[src/rtl/mdc_pkg.sv]
package mdc_pkg;
  localparam int ADDR_W = 2;

  localparam logic [1:0] ADR_CTRL  = 2'd0;
  localparam logic [1:0] ADR_STAT  = 2'd1;
  localparam logic [1:0] ADR_COUNT = 2'd2;

  // control word bit positions
  localparam int B_RUN   = 2;
  localparam int B_FORCE = 3;
  localparam int B_SHOW  = 5;
  localparam int B_MOD   = 6;
  localparam int B_IE    = 7;
  localparam int B_FAST  = 8;
  // status word bit position
  localparam int B_ZERO  = 7;

  // divide rate for a prescale select code: 1, then 4, 8, 16, ...
  function automatic int unsigned div_of(input int unsigned sel);
    return (sel == 0) ? 1 : (32'd1 << (sel + 1));
  endfunction
endpackage

[src/rtl/mdc_prescaler.sv]
module mdc_prescaler #(
  parameter int SEL_W = 2
) (
  input  logic             clk,
  input  logic             rst_n,
  input  logic             run,
  input  logic             restart,
  input  logic [SEL_W-1:0] sel,
  output logic             tick
);
  import mdc_pkg::*;

  localparam int PRE_W = 2 ** SEL_W;

  logic [PRE_W-1:0] pcnt;
  logic [PRE_W-1:0] limit;

  assign limit = PRE_W'(div_of(32'(sel)) - 32'd1);
  assign tick  = run && !restart && (pcnt == limit);

  always_ff @(posedge clk or negedge rst_n) begin
    if (!rst_n)                       pcnt <= '0;
    else if (!run || restart || tick) pcnt <= '0;
    else                              pcnt <= pcnt + 1'b1;
  end

  AST_PRE_IN_RANGE: assert property (@(posedge clk) disable iff (!rst_n)
    pcnt <= limit);
endmodule

[src/rtl/mdc_counter.sv]
module mdc_counter #(
  parameter int CNT_W = 16,
  parameter int SEL_W = 2
) (
  input  logic             clk,
  input  logic             rst_n,
  input  logic             run,
  input  logic             modulus,
  input  logic             load_now,
  input  logic [CNT_W-1:0] load_val,
  input  logic [CNT_W-1:0] reload_val,
  input  logic [SEL_W-1:0] sel_req,
  output logic [CNT_W-1:0] cnt_q,
  output logic             zero_hit
);
  logic [SEL_W-1:0] act_sel;
  logic             tick;
  logic             reload_evt;
  logic             step_evt;

  function automatic logic [CNT_W-1:0] down_step(input logic [CNT_W-1:0] v);
    return v - 1'b1;
  endfunction

  mdc_prescaler #(.SEL_W(SEL_W)) u_pre (
    .clk     (clk),
    .rst_n   (rst_n),
    .run     (run),
    .restart (load_now),
    .sel     (act_sel),
    .tick    (tick)
  );

  // named internal events
  assign step_evt   = run && !load_now && tick && (cnt_q != '0);
  assign reload_evt = run && !load_now && tick && (cnt_q == '0) && modulus;
  assign zero_hit   = step_evt && (cnt_q == CNT_W'(1));

  always_ff @(posedge clk or negedge rst_n) begin
    if (!rst_n)          cnt_q <= '1;
    else if (!run)       cnt_q <= '1;
    else if (load_now)   cnt_q <= load_val;
    else if (reload_evt) cnt_q <= reload_val;
    else if (step_evt)   cnt_q <= down_step(cnt_q);
  end

  // rate in use changes only when the count is (re)loaded
  always_ff @(posedge clk or negedge rst_n) begin
    if (!rst_n)                             act_sel <= '0;
    else if ((run && load_now) || reload_evt) act_sel <= sel_req;
  end

  AST_PRESET_OFF: assert property (@(posedge clk) disable iff (!rst_n)
    !run |=> cnt_q == '1);
  AST_STEP_ONE: assert property (@(posedge clk) disable iff (!rst_n)
    step_evt |=> cnt_q == CNT_W'($past(cnt_q) - 1'b1));
  AST_ONESHOT_STOP: assert property (@(posedge clk) disable iff (!rst_n)
    run && !modulus && !load_now && cnt_q == '0 |=> cnt_q == '0);
  AST_RELOAD: assert property (@(posedge clk) disable iff (!rst_n)
    reload_evt |=> cnt_q == $past(reload_val));
  AST_LOAD: assert property (@(posedge clk) disable iff (!rst_n)
    run && load_now |=> cnt_q == $past(load_val));
endmodule

[src/rtl/mdc_regs.sv]
module mdc_regs #(
  parameter int CNT_W = 16,
  parameter int SEL_W = 2,
  parameter int AW    = 2,
  parameter int DW    = 16
) (
  input  logic             clk,
  input  logic             rst_n,
  input  logic             wr_en,
  input  logic             rd_en,
  input  logic [AW-1:0]    addr,
  input  logic [DW-1:0]    wdata,
  input  logic [CNT_W-1:0] cnt,
  input  logic             zero_hit,
  output logic [DW-1:0]    rdata,
  output logic             run,
  output logic             modulus,
  output logic [SEL_W-1:0] sel,
  output logic             load_now,
  output logic [CNT_W-1:0] load_val,
  output logic [CNT_W-1:0] load_q,
  output logic             irq
);
  import mdc_pkg::*;

  logic [SEL_W-1:0] sel_q;
  logic run_q, show_q, mod_q, ie_q, fast_q, flag_q;
  logic wr_ctrl, wr_stat, wr_cnt, acc_cnt;
  logic force_req, cnt_load_req, flag_clr;

  assign wr_ctrl = wr_en && (addr == AW'(ADR_CTRL));
  assign wr_stat = wr_en && (addr == AW'(ADR_STAT));
  assign wr_cnt  = wr_en && (addr == AW'(ADR_COUNT));
  assign acc_cnt = (wr_en || rd_en) && (addr == AW'(ADR_COUNT));

  assign force_req    = wr_ctrl && wdata[B_FORCE] && run_q;
  assign cnt_load_req = wr_cnt && mod_q && run_q;
  assign load_now     = force_req || cnt_load_req;
  assign load_val     = wr_cnt ? wdata[CNT_W-1:0] : load_q;

  assign flag_clr = (wr_stat && wdata[B_ZERO]) || (fast_q && acc_cnt);

  always_ff @(posedge clk or negedge rst_n) begin
    if (!rst_n) begin
      sel_q  <= '0;
      run_q  <= 1'b0;
      show_q <= 1'b0;
      mod_q  <= 1'b0;
      ie_q   <= 1'b0;
      fast_q <= 1'b0;
    end else if (wr_ctrl) begin
      sel_q  <= wdata[SEL_W-1:0];
      run_q  <= wdata[B_RUN];
      show_q <= wdata[B_SHOW];
      mod_q  <= wdata[B_MOD];
      ie_q   <= wdata[B_IE];
      fast_q <= wdata[B_FAST];
    end
  end

  always_ff @(posedge clk or negedge rst_n) begin
    if (!rst_n)      load_q <= '0;
    else if (wr_cnt) load_q <= wdata[CNT_W-1:0];
  end

  always_ff @(posedge clk or negedge rst_n) begin
    if (!rst_n)        flag_q <= 1'b0;
    else if (zero_hit) flag_q <= 1'b1;
    else if (flag_clr) flag_q <= 1'b0;
  end

  always_comb begin
    rdata = '0;
    case (addr)
      AW'(ADR_CTRL): begin
        rdata[SEL_W-1:0] = sel_q;
        rdata[B_RUN]     = run_q;
        rdata[B_SHOW]    = show_q;
        rdata[B_MOD]     = mod_q;
        rdata[B_IE]      = ie_q;
        rdata[B_FAST]    = fast_q;
      end
      AW'(ADR_STAT):  rdata[B_ZERO] = flag_q;
      AW'(ADR_COUNT): rdata = DW'(show_q ? load_q : cnt);
      default:        rdata = '0;
    endcase
  end

  assign run     = run_q;
  assign modulus = mod_q;
  assign sel     = sel_q;
  assign irq     = flag_q && ie_q;

  AST_SET_WINS: assert property (@(posedge clk) disable iff (!rst_n)
    zero_hit |=> flag_q);
  AST_ZERO_WRITE_KEEPS: assert property (@(posedge clk) disable iff (!rst_n)
    flag_q && wr_stat && !wdata[B_ZERO] |=> flag_q);
  AST_FAST_CLEAR: assert property (@(posedge clk) disable iff (!rst_n)
    fast_q && acc_cnt && !zero_hit |=> !flag_q);
  AST_FORCE_GATED: assert property (@(posedge clk) disable iff (!rst_n)
    wr_ctrl && wdata[B_FORCE] && !run_q |-> !load_now);
  AST_IRQ_FLAG: assert property (@(posedge clk) disable iff (!rst_n)
    irq |-> rdata[B_ZERO] || addr != AW'(ADR_STAT));
endmodule

[src/rtl/modulus_downcounter.sv]
module modulus_downcounter #(
  parameter int CNT_W = 16,
  parameter int SEL_W = 2,
  parameter int AW    = 2,
  parameter int DW    = 16
) (
  input  logic          clk,
  input  logic          rst_n,
  input  logic          wr_en,
  input  logic          rd_en,
  input  logic [AW-1:0] addr,
  input  logic [DW-1:0] wdata,
  output logic [DW-1:0] rdata,
  output logic          irq
);
  logic [CNT_W-1:0] cnt;
  logic [CNT_W-1:0] load_val;
  logic [CNT_W-1:0] load_q;
  logic [SEL_W-1:0] sel;
  logic             zero_hit;
  logic             run;
  logic             modulus;
  logic             load_now;

  mdc_regs #(.CNT_W(CNT_W), .SEL_W(SEL_W), .AW(AW), .DW(DW)) u_regs (
    .clk      (clk),
    .rst_n    (rst_n),
    .wr_en    (wr_en),
    .rd_en    (rd_en),
    .addr     (addr),
    .wdata    (wdata),
    .cnt      (cnt),
    .zero_hit (zero_hit),
    .rdata    (rdata),
    .run      (run),
    .modulus  (modulus),
    .sel      (sel),
    .load_now (load_now),
    .load_val (load_val),
    .load_q   (load_q),
    .irq      (irq)
  );

  mdc_counter #(.CNT_W(CNT_W), .SEL_W(SEL_W)) u_cnt (
    .clk        (clk),
    .rst_n      (rst_n),
    .run        (run),
    .modulus    (modulus),
    .load_now   (load_now),
    .load_val   (load_val),
    .reload_val (load_q),
    .sel_req    (sel),
    .cnt_q      (cnt),
    .zero_hit   (zero_hit)
  );
endmodule

[config.mk]
export PLATFORM = sky130hd
export DESIGN_NAME = modulus_downcounter
export DESIGN_NICKNAME = d
export VERILOG_FILES = /design/src/rtl/mdc_pkg.sv /design/src/rtl/mdc_prescaler.sv /design/src/rtl/mdc_counter.sv /design/src/rtl/mdc_regs.sv /design/src/rtl/modulus_downcounter.sv
export SDC_FILE = /design/constraint.sdc
export NUM_CORES = 1
export LEC_CHECK = 0
export ABC_AREA = 1
export BUFFER_PORTS_ARGS = -buffer_cell sky130_fd_sc_hd__buf_2
export CAP_MARGIN = 10
export CORE_MARGIN = 4
export CORE_UTILIZATION = 37
export CTS_CLUSTER_SIZE = 25
export DETAILED_ROUTE_END_ITERATION = 12
export SLEW_MARGIN = 20
export SYNTH_ARGS = -nofsm -noshare
export SYNTH_HDL_FRONTEND = slang
export SYNTH_SLANG_ARGS = --single-unit
[constraint.sdc]
create_clock -name clk -period 3 [get_ports clk]
set_input_delay 0.9 -clock clk [delete_from_list [all_inputs] [get_ports clk]]
set_output_delay 0.9 -clock clk [all_outputs]
set_load 0.02 [all_outputs]
[Word-level counts from Yosys, hierarchy flattened]
Cells that the tools add are included.
Storage, ports and cells
  bits in registers: 46
  bits in latches: 0
  memory bits (writable): 0
  memory bits (read-only): 0
  bits of input ports: 22
  output and inout bits: 17
  logic and storage cells: 69
  memories: 0
Cells by class
  $add $sub $neg: 4
  multipliers: 0
  div/mod/pow operators: 0
  order comparisons: 0
  equality and inequality tests: 5
  shift operators: 1
  muxes and demuxes: 16
  bitwise logic cells: 0
  reductions and logical operators: 32
Operators with widths (count)
  $mux 16: 6
  $logic_and 1x1->1: 19
  $eq 16x1->1 const B: 1
  $logic_not 16->1: 1
  $reduce_bool 16->1: 1
  $sub 16x1->16 const B: 1
  $mux 4: 2
  $mux 7: 1
  $logic_or 1x1->1: 6
  $pmux 3 s2: 1
  $add 4x1->4 const B: 1
  $eq 4x4->1: 1
  $logic_not 2->1: 2
  $ne 4x1->1 const B: 1
  $pmux 2 s2: 1
  $shl 1x3->4 const A: 1
  $sub 4x1->4 const B: 1
  $add 2x1->3 const B: 1
  $pmux 1 s3: 1
  $eq 2x1->1 const B: 1
  $eq 2x2->1 const B: 1
  $logic_not 1->1: 2
  $mux 1: 2
  $mux 2: 1
  2 further kinds: 2

[Logic depth before layout (Yosys ltp)]
  depth in word-level cells: 14
  mapped depth: 13
  mapped depth without buffers: 13

[Cells and area by module]
Synthesis repeated with hierarchy kept, for this count alone.
Unflattened totals
  cell total of the unflattened synthesis: 505
  area, all modules: 3330.7 um2
By module, submodules not included
  mdc_counter: instances 1, cells an instance 292, area an instance 1754.2 um2, seq. area each 470.5 um2
  mdc_regs: instances 1, cells an instance 176, area an instance 1323.8 um2, seq. area each 600.6 um2
  mdc_prescaler: instances 1, cells an instance 37, area an instance 252.7 um2, seq. area each 100.1 um2

[Least setup slack after synthesis]
No wires, ideal clock.
  path kind: input -> output
  start point: input addr[1]
  end point: output rdata[10]
  data arrival time: 2.025 ns
  required time: 2.100 ns
  slack: 0.075 ns
  stages: 6
  path buffers: 2
  path through: inv_2 -> nor2_4 -> clkbuf_1 -> clkbuf_1 -> o21ai_0 -> a21oi_1
Between the ends
  longest elaborated chain between the ends: 2
RTL lines
  start: declaration: line modulus_downcounter.sv:11  | input logic [AW-1:0] addr,
  $eq 2x2->1: line mdc_regs.sv:74  | case (addr)
  $mux 7: line mdc_regs.sv:74
  end: declaration: line modulus_downcounter.sv:13  | output logic [DW-1:0] rdata,
No other way between the ends.

[Worst setup path after layout]
  start point: input addr[0]
  end point: output rdata[1]
Between the ends
  longest elaborated chain between the ends: 2
  elaborated cells on any way between the ends: 3
  those cells by class: 1 x eq/ne; 1 x mux; 1 x reduce/logical
RTL lines (line)
  $eq 2x2->1 / $logic_not 2->1 (equally long branches): mdc_regs.sv:74
  $pmux 3 s2 *: mdc_regs.sv:74
Every way passes the cells marked *; elsewhere a longest branch is shown, timed or not.

==> metrics.md <==
| Metric | Value |
|---|---|
| Status | `finished clean` |
| Syn_nets | `483` |
| Crit path kind | `input pin to primary output` |
| Gr ovfl total | `0` |
| Net Sw Power | `955.4 uW` |
| Post-layout net count | `521` |
| Ant diodes | `0` |
| Post-Synthesis Cells | `457` |
| Worst hold path class | `register to register` |
| Slew @ Worst Pin | `0.5441 ns` |
| PD cells | `658.3 nW/um2` |
| Fmax | `0.3565 GHz` |
| Tot GR Track Use | `18.71%` |
| Min Tclk post-route | `2.805 ns` |
| CTS sink count | `46` |
| Switch share | `40.63%` |
| Area Growth Syn to Fin | `14.34%` |
| First-pass GRT wire length | `14720 um` |
| Required time of the critical path | `2.10 ns` |
| Area after DPL | `3456 um2` |
| Critical path's largest stage delay | `0.22 ns` |
| CTS Buf Count | `5` |
| CORE AREA | `8217 um2` |
| Die Footprint | `9978 um2` |
| Starting Density | `38.02%` |
| Pins Over Slew Limit | `0` |
| Worst-path clk slew | `0.09 ns` |
| Routed WL per cell | `14.99 um` |
| Final WL | `9010 um` |
| CP endpoint kind | `primary output` |
| Peak supply drop | `0.2105 mV` |
| Clock skew | `0.01132 ns` |
| Seq/Total Area, Yosys | `37.48%` |
| ANT nets after route | `0` |
| Boundary Pins | `39` |
| Top delay family on crit path | `buffers and inverters` |
| GP Congestion | `0.8396` |
| Max Cap Viol | `0` |
| Vias per cell | `5.075` |
| Metal3 WL | `562 um` |
| R2R setup slack | `0.88 ns` |
| Final Util | `43.48%` |
| DR pass1 iterations | `5` |
| Leak pwr | `0.001882 uW` |
| Final period utilization | `93.51%` |
| Max-slew headroom | `63.72%` |
| RSZ-0062 raised after global routing | `no` |
| Final hold vios | `0` |
| Final worst-path setup slack | `0.1947 ns` |
| Critical Path Source Type | `input pin` |
| I/O Buffers | `38` |
| Slowest CP cell | `o21ai_0` |
| Final total power | `2352 uW` |
| Iteration-0 DRC Markers | `164` |
| Cts hold-fix bufs | `0` |
| Sequential power share | `43.3%` |
| Residual DRC | `0` |
| Synthesized flop and latch total | `46` |
| Crit Path Max Fanout | `13` |
| WL met2 | `4106 um` |
| Internal power | `1396 uW` |
| Final TNS setup | `0 ns` |
| Mean post-synth cell area | `6.836 um2` |
| Fin area | `3572 um2` |
| Post-CTS Setup Bufs | `0` |
| Combinational share of power | `35.7%` |
| CP Buf/Inv Count | `3` |
| Synthesized area | `3124 um2` |
| CTS tree | `done` |
| Clock root buffer | `clkbuf_8` |
| Place WS | `0.2301 ns` |
| Vias in the first global route | `2855` |
| Die W | `99.89 um` |
| Final setup fails | `0` |
| Share of layout cells above drive strength 1 | `18.15%` |
| Critical-path cell list | `buf_2, nor2_4, buf_4, o21ai_0, o21ai_0, buf_2` |
| Ys Warns | `0` |
| Pin count of the biggest net entering global routing | `26` |
| Hpwl dp | `6585 um` |
| H-tree depth | `2` |
| Cts repair resizes | `0` |
| Die Ht | `99.89 um` |
| Clk pwr share | `20.9%` |
| Top Layer Used | `met4` |
| Clk_lat worst skew | `0.30 ns` |
| Via count | `3050` |
| Initial antenna violation count | `0` |
| Wl on met1 | `4256 um` |
| CP arrival | `1.91 ns` |
| Yosys cell types | `28` |
| Clock Tree Buf Depth | `2` |
| Row count | `33` |
-- final timing paths --
path	from	to	depth (start not counted)
max in group asynchronous	rst_n	u_cnt.cnt_q[3]	2
worst max-delay path	addr[0]	rdata[1]	6
worst min-delay path	u_cnt.cnt_q[3]	u_cnt.cnt_q[3]	2
worst max register to register	u_cnt.cnt_q[0]	u_cnt.cnt_q[14]	11
min in group asynchronous	rst_n	u_cnt.u_pre.pcnt[3]	1
worst min register to register	u_cnt.cnt_q[3]	u_cnt.cnt_q[3]	2
-- kinds of logic after synthesis --
kind of cell / count (synthesis) / synth area share [%]
simple gates: 264 / 37.37
compound gates: 73 / 12.42
buf+inv: 59 / 8.050
flops: 46 / 37.48
xor+xnor: 11 / 3.084
fa+ha+maj: 4 / 1.602
-- registers in the layout (all words and copies together) (netlist names) --
register,cells
u_cnt.cnt_q,16
u_regs.load_q,16
u_cnt.u_pre.pcnt,4
u_cnt.act_sel,2
u_regs.sel,2
u_regs.fast_q,1
u_regs.flag_q,1
u_regs.ie_q,1
u_regs.modulus,1
u_regs.run,1
u_regs.show_q,1
-- synth_stat cells --
| cell type | number | area share (%) |
|---|---|---|
| nand4_1 | 1 | 0.20 |
| nand2_2 | 1 | 0.20 |
| nand2_1 | 152 | 18 |
| nand3_2 | 2 | 0.64 |
| a21oi_1 | 27 | 4.3 |
| ha_1 | 4 | 1.6 |
| clkbuf_1 | 9 | 1.1 |
| nor2_4 | 5 | 1.8 |
| nand2_4 | 3 | 1.1 |
| nor2_1 | 49 | 5.9 |
| dfstp_2 | 16 | 13 |
| buf_6 | 3 | 1.1 |
| nand3_1 | 45 | 7.2 |
| inv_2 | 2 | 0.24 |
| o21ai_0 | 38 | 6.1 |
| o22ai_1 | 3 | 0.60 |
| inv_1 | 39 | 4.7 |
| xnor2_1 | 1 | 0.28 |
| nand3_4 | 1 | 0.56 |
| o221ai_1 | 1 | 0.28 |
| xor2_1 | 10 | 2.8 |
| nor2_8 | 1 | 0.64 |
| a31oi_1 | 3 | 0.60 |
| a21oi_4 | 1 | 0.52 |
| dfrtp_1 | 30 | 24 |
| buf_2 | 6 | 0.96 |
| nand3b_1 | 2 | 0.48 |
| nor2_2 | 2 | 0.40 |
-- stage by stage --
| step | cells | hold WS, ns |
|---|---|---|
| 5_1_grt | 601 | 0.5133 |
| 3_3_place_gp | 593 | 0.4706 |
| 2_1_floorplan | 457 | 0.4530 |
| 6_report | 601 | 0.4944 |
| 4_1_cts | 601 | 0.4941 |
| 3_5_place_dp | 593 | 0.4793 |
-- power groups by stage --
stage	sequential, uW	combinational (uW)	clock, uW
after CTS	1010	841	502
after global routing	1040	969	524
after global placement	1020	823	0
after detailed placement	1030	834	0
final	1020	840	493
after floorplan	962	647	0
-- area by class of cell --
cell class | count | area [um2]
inverters | 41 | 153.9
fillers | 895 | 4644
well taps | 105 | 131.4
clock inverters | 1 | 30.03
multi-input cells | 352 | 1702
flip-flops and latches | 46 | 1171
clock buffers | 7 | 86.33
repair buffers | 49 | 297.8
-- layer usage --
metal  vias to the layer above  global-route usage, %
met5                         -                      0
met4                         0                  4.097
met2                        91                  30.07
li1                       1540                      -
met3                         9                  3.405
met1                      1410                  26.32
-- tightest hold or removal path, stage by stage, from the launching register on --
cell	delay, ns
dfstp_2	0.39
nand2_1	0.06
nand2_1	0.05
-- layout by cell type (no fill, tap or decap), drive strengths merged --
master	netlist	layout
nand4	1	1
o22ai	3	3
nand3	48	48
dfrtp	30	30
buf	9	49
xor2	10	10
inv	41	41
o221ai	1	1
ha	4	4
o21ai	38	38
bufinv	0	1
nand3b	2	2
clkbuf	9	7
xnor2	1	1
nor2	57	57
nand2	156	156
dfstp	16	16
a31oi	3	3
a21oi	28	28
Power figures use the tool's default switching activity.
